File: config.mk
export PLATFORM = sky130hd
export DESIGN_NAME = delta_line_expander
export DESIGN_NICKNAME = d
export VERILOG_FILES = /design/src/rtl/dx_pkg.sv /design/src/rtl/dx_front.sv /design/src/rtl/dx_add_stage.sv /design/src/rtl/delta_line_expander.sv
export SDC_FILE = /design/constraint.sdc
export NUM_CORES = 2
export LEC_CHECK = 0
export BUFFER_PORTS_ARGS = -buffer_cell sky130_fd_sc_hd__buf_2
export CORE_UTILIZATION = 55
export DETAILED_ROUTE_END_ITERATION = 10
export PLACE_DENSITY = 0.74
export SLEW_MARGIN = 40
export SYNTH_ARGS = -nofsm -noshare
export SYNTH_HDL_FRONTEND = slang
export SYNTH_SLANG_ARGS = --single-unit
File: constraint.sdc
create_clock -name clk -period 93.4 [get_ports clk]
set_input_delay 18.68 -clock clk [delete_from_list [all_inputs] [get_ports clk]]
set_output_delay 18.68 -clock clk [all_outputs]
set_load 0.005 [all_outputs]
File: src/rtl/dx_pkg.sv
package dx_pkg;
  localparam int LINE_W  = 512;
  localparam int ELEM_W  = 32;
  localparam int N_ELEM  = LINE_W / ELEM_W;
  localparam int DELTA_W = 13;
  localparam int FLAG_W  = 33;
  localparam int N_DELTA = N_ELEM - 1;
  localparam int HALF_W  = ELEM_W + N_DELTA * DELTA_W;
  localparam int HALF_A_LSB = LINE_W - FLAG_W - HALF_W;
  localparam int HALF_B_LSB = HALF_A_LSB - HALF_W;

  typedef logic [LINE_W-1:0] line_t;
  typedef logic [HALF_W-1:0] half_t;

  // Marker: all-zero element 15 followed by a single set bit
  function automatic logic is_packed(line_t l);
    return l[LINE_W-1 -: FLAG_W] == {{(FLAG_W-1){1'b0}}, 1'b1};
  endfunction

  // Spread one half into lanes: lane 0 = base, lane i = zero-extended delta i
  function automatic line_t half_to_lanes(half_t h);
    line_t r;
    r = '0;
    r[0 +: ELEM_W] = h[0 +: ELEM_W];
    for (int i = 1; i <= N_DELTA; i++)
      r[ELEM_W*i +: ELEM_W] = {{(ELEM_W-DELTA_W){1'b0}}, h[ELEM_W+DELTA_W*(i-1) +: DELTA_W]};
    return r;
  endfunction
endpackage

File: src/rtl/dx_front.sv
module dx_front
  import dx_pkg::*;
(
  input  logic  clk,
  input  logic  rst,
  input  logic  in_valid,
  input  line_t in_line,
  input  logic  adv,
  output logic  in_deq,
  output logic  inj_valid,
  output logic  inj_plain,
  output line_t inj_lanes
);
  logic second_q;   // next half of a packed head is half B
  logic packed_w;
  logic take;

  assign packed_w  = is_packed(in_line);
  assign take      = adv && in_valid && !rst;
  assign in_deq    = take && (!packed_w || second_q);
  assign inj_valid = take;
  assign inj_plain = !packed_w;

  always_comb begin
    if (!packed_w)
      inj_lanes = in_line;
    else if (second_q)
      inj_lanes = half_to_lanes(in_line[HALF_B_LSB +: HALF_W]);
    else
      inj_lanes = half_to_lanes(in_line[HALF_A_LSB +: HALF_W]);
  end

  always_ff @(posedge clk) begin
    if (rst)
      second_q <= 1'b0;
    else if (take && packed_w)
      second_q <= !second_q;
  end
endmodule

File: src/rtl/dx_add_stage.sv
module dx_add_stage
  import dx_pkg::*;
#(
  parameter int FIRST = 1,
  parameter int LAST  = 4
) (
  input  logic  clk,
  input  logic  rst,
  input  logic  en,
  input  logic  i_valid,
  input  logic  i_plain,
  input  line_t i_lanes,
  output logic  o_valid,
  output line_t o_lanes
);
  line_t sum;

  // Ripple this stage's share of the running sum; plain lines pass untouched
  always_comb begin
    sum = i_lanes;
    if (!i_plain) begin
      for (int j = FIRST; j <= LAST; j++)
        sum[ELEM_W*j +: ELEM_W] = sum[ELEM_W*(j-1) +: ELEM_W] + sum[ELEM_W*j +: ELEM_W];
    end
  end

  always_ff @(posedge clk) begin
    if (rst)
      o_valid <= 1'b0;
    else if (en)
      o_valid <= i_valid;
  end

  always_ff @(posedge clk) begin
    if (en)
      o_lanes <= sum;
  end
endmodule

File: src/rtl/delta_line_expander.sv
module delta_line_expander
  import dx_pkg::*;
#(
  parameter int GROUP = 4
) (
  input  logic              clk,
  input  logic              rst,
  input  logic              in_valid,
  input  logic [LINE_W-1:0] in_line,
  output logic              in_deq,
  output logic              out_valid,
  input  logic              out_ready,
  output logic [LINE_W-1:0] out_line
);
  localparam int STAGES = (N_DELTA + GROUP - 1) / GROUP;

  logic                     adv;
  logic [STAGES:0]          st_valid;
  logic [STAGES:0][LINE_W-1:0] st_lanes;
  logic [STAGES-1:0]        plain_pipe;

  // Single global enable: the output register frees or is empty
  assign adv       = out_ready || !st_valid[STAGES];
  assign out_valid = st_valid[STAGES];
  assign out_line  = st_lanes[STAGES];

  dx_front u_front (
    .clk       (clk),
    .rst       (rst),
    .in_valid  (in_valid),
    .in_line   (in_line),
    .adv       (adv),
    .in_deq    (in_deq),
    .inj_valid (st_valid[0]),
    .inj_plain (plain_pipe[0]),
    .inj_lanes (st_lanes[0])
  );

  for (genvar s = 0; s < STAGES; s++) begin : g_stage
    localparam int FIRST = 1 + s * GROUP;
    localparam int LAST  = (FIRST + GROUP - 1 > N_DELTA) ? N_DELTA : FIRST + GROUP - 1;

    dx_add_stage #(.FIRST(FIRST), .LAST(LAST)) u_add (
      .clk     (clk),
      .rst     (rst),
      .en      (adv),
      .i_valid (st_valid[s]),
      .i_plain (plain_pipe[s]),
      .i_lanes (st_lanes[s]),
      .o_valid (st_valid[s+1]),
      .o_lanes (st_lanes[s+1])
    );

    if (s < STAGES - 1) begin : g_kind
      always_ff @(posedge clk) begin
        if (adv)
          plain_pipe[s+1] <= plain_pipe[s];
      end
    end
  end
endmodule

# Word-level counts from Yosys, hierarchy flattened
# Index checks and enable logic that the tools add are counted.
[totals] register_bits=2056 inputBits=516
[classes] n_addsub=15 eq_ne=1 mux=6 reduce_logical=10
[op_table] op="$mux W512" count=1
[op_table] op="$mux W493" count=1
[op_table] op="$add A32 B32 Y32" count=15
[op_table] op="$mux W128" count=3
[op_table] op="$mux W96" count=1
[op_table] op="$eq A33 B1 Y1 const B" count=1
[op_table] op="$logic_and A1 B1 Y1" count=4
[op_table] op="$logic_not A1 Y1" count=4
[op_table] op="$logic_or A1 B1 Y1" count=2

# Depth between registers and ports, before layout
[depth] word_depth=7 depth_mapped=51 mapped_depth_nobuf=47

# By module
# A second synthesis with hierarchy kept.
[hier_totals] hier_cells=6900 hier_area_um2=97856.4
[modules_own_cells] mod="dx_add_stage (g_stage[1].u_add)" n_inst=1 cells_per_inst=1569 area_each_um2=23252.3 seq_area_each_um2=15394.8
[modules_own_cells] mod="dx_add_stage (g_stage[0].u_add)" n_inst=1 cells_per_inst=1656 area_each_um2=23108.4 seq_area_each_um2=15394.8
[modules_own_cells] mod="dx_add_stage (g_stage[2].u_add)" n_inst=1 cells_per_inst=1538 area_each_um2=23004.6 seq_area_each_um2=15394.8
[modules_own_cells] mod="dx_add_stage (g_stage[3].u_add)" n_inst=1 cells_per_inst=1292 area_each_um2=21094.0 seq_area_each_um2=15394.8
[modules_own_cells] mod="dx_front" n_inst=1 cells_per_inst=841 area_each_um2=7300.8 seq_area_each_um2=20.0
[modules_own_cells] mod="delta_line_expander" n_inst=1 cells_per_inst=4 area_each_um2=96.3 seq_area_each_um2=90.1

# Worst setup path before layout
# Ideal clock, no wire load.
[synth_timing] kind="input port to output port" startpoint="in out_ready" endpoint="out in_deq" arrival_ns=63.104 required_time_ns=74.720 path_slack_ns=11.616 cell_stages=4 path_cell_list="nor2b_1 -> inv_1 -> nand2_1 -> nor3_1"
[synth_via] elab_chain_cells=4
[synth_lines] item="start, declared" line="delta_line_expander.sv:12" source="input logic out_ready,"
[synth_lines] item="$logic_or A1 B1 Y1" line="delta_line_expander.sv:23" source="assign adv = out_ready || !st_valid[STAGES];"
[synth_lines] item="$logic_and A1 B1 Y1 (2 in series)" line="dx_front.sv:19" source="assign take = adv && in_valid && !rst;"
[synth_lines] item="$logic_and A1 B1 Y1" line="dx_front.sv:20" source="assign in_deq = take && (!packed_w || second_q);"
[synth_lines] item="end, declared" line="delta_line_expander.sv:10" source="output logic in_deq,"
# No other way between the ends.

# Worst setup path in the final report
[layout_timing] startpoint="in in_line[494]" endpoint="out in_deq"
[layout_via] elab_chain_cells=4
[layout_lines] item="start, declared" line="delta_line_expander.sv:9" source="input logic [LINE_W-1:0] in_line,"
[layout_lines] item="$eq A33 B1 Y1" line="dx_pkg.sv:17" source="return l[LINE_W-1 -: FLAG_W] == {{(FLAG_W-1){1'b0}}, 1'b1};"
[layout_lines] item="$logic_not A1 Y1" line="dx_front.sv:20"
[layout_lines] item="$logic_or A1 B1 Y1" line="dx_front.sv:20"
[layout_lines] item="$logic_and A1 B1 Y1" line="dx_front.sv:20"
# No other way between the ends.

==> impl_metrics.py <==
metrics = {
    "floorplanning": {
        "start_util_pct": 55.6,
        "die_h_um": 416,
        "die_area_mm2": 0.173,
        "core.rowCount": 151,
        "dieWidth_um": 416,
        "core_mm2": 0.170,
        "io_pins": 1030,
    },
    "drt": {
        "vias": 63100,
        "drt_iter0_drc": 7330,
        "vias_per_cell": 6.14,
        "avgRoutedWirePerCell_um": 34.1,
        "drc": 0,
        "ant_nets": 0,
        "drt_pass1_iterations": 6,
        "wl_mm": 350,
    },
    "global_routing": {
        "grt_use_total_pct": 39.7,
        "grt.busiest_layer": "met2",
        "use_met1_pct": 45.4,
        "first_global_vias": 59900,
        "grt_use_met2_pct": 63.9,
        "grt_pass1_wl_mm": 465,
        "grt_max_degree": 177,
        "grt-ovfl-total": 0,
        "met3_usage_pct": 8.80,
        "antenna_found_initial": 112,
    },
    "timing": {
        "slew_headroom_pct": 33.2,
        "rsz0062_at_grt": "no",
        "period_needed_ps": 39720,
        "tns_ps": 0,
        "slew_viol_final": 0,
        "worst_slew_pin_slew_ps": 999,
        "setup_viol": 0,
        "layout_setup_ws_ps": 53680,
        "finalHoldViolCount": 0,
        "clock.fmax_mhz": 25.2,
        "fin_skew_ps": 32.6,
        "period_share_pct": 42.5,
    },
    "setup_path": {
        "cp-startpoint": "in_line[494]",
        "crit_type": "in -> out",
        "rrSetupSlack_ps": 83070,
        "rr_worst_depth": 42,
        "critPathMaxFanout": 21,
        "crit_path_end": "in_deq",
        "crit_top_cell": "buf_2",
        "crit_arrival_ps": 21040,
        "slowest_delay_ps": 850,
        "cp_slowest_cell": "or4_4",
        "r2r_start": "g_stage[0].u_add.o_lanes[128]",
        "start_kind": "input pin",
        "cp.required_ps": 74720,
        "reg2reg_to": "g_stage[1].u_add.o_lanes[287]",
        "worstPathCellList": "buf_2 -> nor4_4 -> nand4_1 -> or4_4 -> nor2_1 -> nor3_1 -> buf_2",
        "cp-end-kind": "output port",
    },
    "clock_network": {
        "cts_resized": 0,
        "clk_path_buf_depth": 3,
        "clockRootBuffer": "clkbuf_16",
        "cts_made_buffers": 204,
        "clock_latency_ps": 870,
        "cts_tree": "done",
        "clkTransAtPathRegs_ps": 70,
        "cts_max_level": 4,
        "cts_setup_buffers": 0,
        "ctsHoldBuffers": 0,
        "cts.sinks": 2056,
    },
    "place": {
        "port_buffers": 1029,
        "hpwl_mm": 282,
        "gp_congestion": 1.02,
        "dp_slack_ps": 53660,
    },
    "synthesis": {
        "syn-cell-area_mm2": 0.0944,
        "synth_top_area_cell": "edfxtp_1",
        "synth_async_sr_flop_share_pct": 0,
        "ys_ff_latch": 2056,
        "syn_area_per_cell_um2": 14.1,
        "synth-warning-count": 0,
        "synth-edff-count": 2051,
        "synth_area_leaders": "edfxtp_1 (65%), ha_1 (6.2%), mux2_2 (3.0%), a21oi_1 (2.8%), mux2i_1 (2.5%)",
        "ys_seq_area_share_pct": 65.4,
        "synth_most_common_cell": "edfxtp_1",
        "syn_nets": 7698,
        "netlist_instances": 6702,
        "synth_ff_type": "edfxtp_1",
        "synth.distinct_cells": 102,
        "ys_top_cells_by_count": "edfxtp_1 (2,051), a21oi_1 (524), ha_1 (465)",
        "yosys.area.top_type_share_pct": 65.3,
    },
    "cells_and_area": {
        "final_nets": 8798,
        "drive_gt1_share_pct": 21.5,
        "area_growth_pct": 15.9,
        "fin_util_pct": 64.4,
        "final.fill_count": 12600,
    },
    "power": {
        "p_total_uw": 3100,
        "max-vdd-ir-drop_v": 0.0000179,
        "cellPowerDensity_mw_per_mm2": 28.4,
        "power_leakage_uw": 0.0442,
    },
    "flow_run": {
        "max_cap_viol_count": 0,
    },
    "worst_hold_path": {
        "hold_path.class": "reg -> reg",
    },
    "run_status": {
        "status": "complete, no violations",
    },
}
## registers in the layout, indices dropped and copies added (netlist names)
signal / count
g_stage.u_add.o_lanes: 2048
g_stage.u_add.o_valid: 4
plain_pipe: 3
u_front.second_q: 1
## per-layer routing
metal / routed length (um) / share of wire, % / vias up
met1: 121000 / 35 / 31000
met3: 29800 / 8.5 / 894
met5: 472 / 0.13 / -
met4: 33300 / 9.5 / 74
met2: 165000 / 47 / 3437
li1: - / - / 27700
## metrics by stage
stage | cell area (um2) | hold slack [ps] | cells
2_1_floorplan | 94400 | 400 | 6702
3_3_place_gp | 102000 | 400 | 9807
3_5_place_dp | 102000 | 405 | 9810
4_1_cts | 109000 | 394 | 10200
5_1_grt | 109000 | 405 | 10200
6_report | 109000 | 389 | 10300
## worst max-delay path, delay by kind of cell
kind	cells	cell delay (ps)
buffers and inverters	2	240
AND/OR/NAND/NOR	5	2050
## cell usage in the layout (no fill, tap or decap), types with 14 or more instances in the layout
master / n
o21a_1: 51
clkinv_2: 37
o21ai_0: 286
edfxtp_1: 2051
xor2_1: 162
nand4_1: 23
clkbuf_16: 206
diode_2: 81
nor2_1: 404
o211ai_1: 14
nand3_1: 60
mux2i_1: 232
buf_4: 35
or3_1: 21
a21oi_1: 524
o21ai_1: 25
and3_1: 39
o21bai_1: 107
bufinv_16: 19
a211oi_1: 27
clkinv_1: 42
buf_6: 17
a31oi_1: 35
nand2b_1: 44
nor2b_1: 52
a21o_1: 268
nand2_1: 366
clkbuf_1: 36
xnor2_1: 252
nor4_1: 15
buf_2: 1029
mux2_2: 248
nor3_1: 57
ha_1: 465
o31ai_1: 23
inv_1: 141
fa_1: 15
and2_1: 279
## final cells by class
class | instances | area, um2 | share of cell area [%]
Antenna cell | 81 | 203 | 0.185
Clock buffer | 242 | 5290 | 4.84
Clock inverter | 141 | 1430 | 1.31
Inverter | 143 | 544 | 0.498
Multi-Input combinational cell | 4303 | 31500 | 28.8
Sequential cell | 2056 | 61700 | 56.4
Tap cell | 2218 | 2780 | 2.54
Timing Repair Buffer | 1094 | 5900 | 5.40
## logic make-up after synthesis
logic type	after synthesis	synth area share, %
compound gates	1501	10.0
xor+xnor	428	4.06
fa+ha+maj	480	6.48
buf+inv	343	1.37
flops	2056	65.4
mux	481	5.43
simple gates	1413	7.26
## how the worst min path moves through the flow
| stage | startpoint | endpoint | depth (start not counted) |
|---|---|---|---|
| final | g_stage[1].u_add.o_lanes[109] | g_stage[2].u_add.o_lanes[109] | 0 |
| after global routing | g_stage[2].u_add.o_lanes[75] | g_stage[3].u_add.o_lanes[75] | 0 |
| after CTS | g_stage[1].u_add.o_lanes[109] | g_stage[2].u_add.o_lanes[109] | 0 |
| after global placement | g_stage[2].u_add.o_lanes[216] | g_stage[3].u_add.o_lanes[216] | 0 |
| after floorplan | g_stage[0].u_add.o_lanes[0] | g_stage[1].u_add.o_lanes[0] | 0 |
| after detailed placement | g_stage[0].u_add.o_lanes[301] | g_stage[1].u_add.o_lanes[301] | 0 |
## where the power goes
group	total (uW)	switching, uW	internal (uW)	leakage (uW)
registers	1120	34.5	1080	0.0217
logic	1160	721	440	0.0193
clock network	826	365	461	0.00325
(Power assumes the default switching activity.)
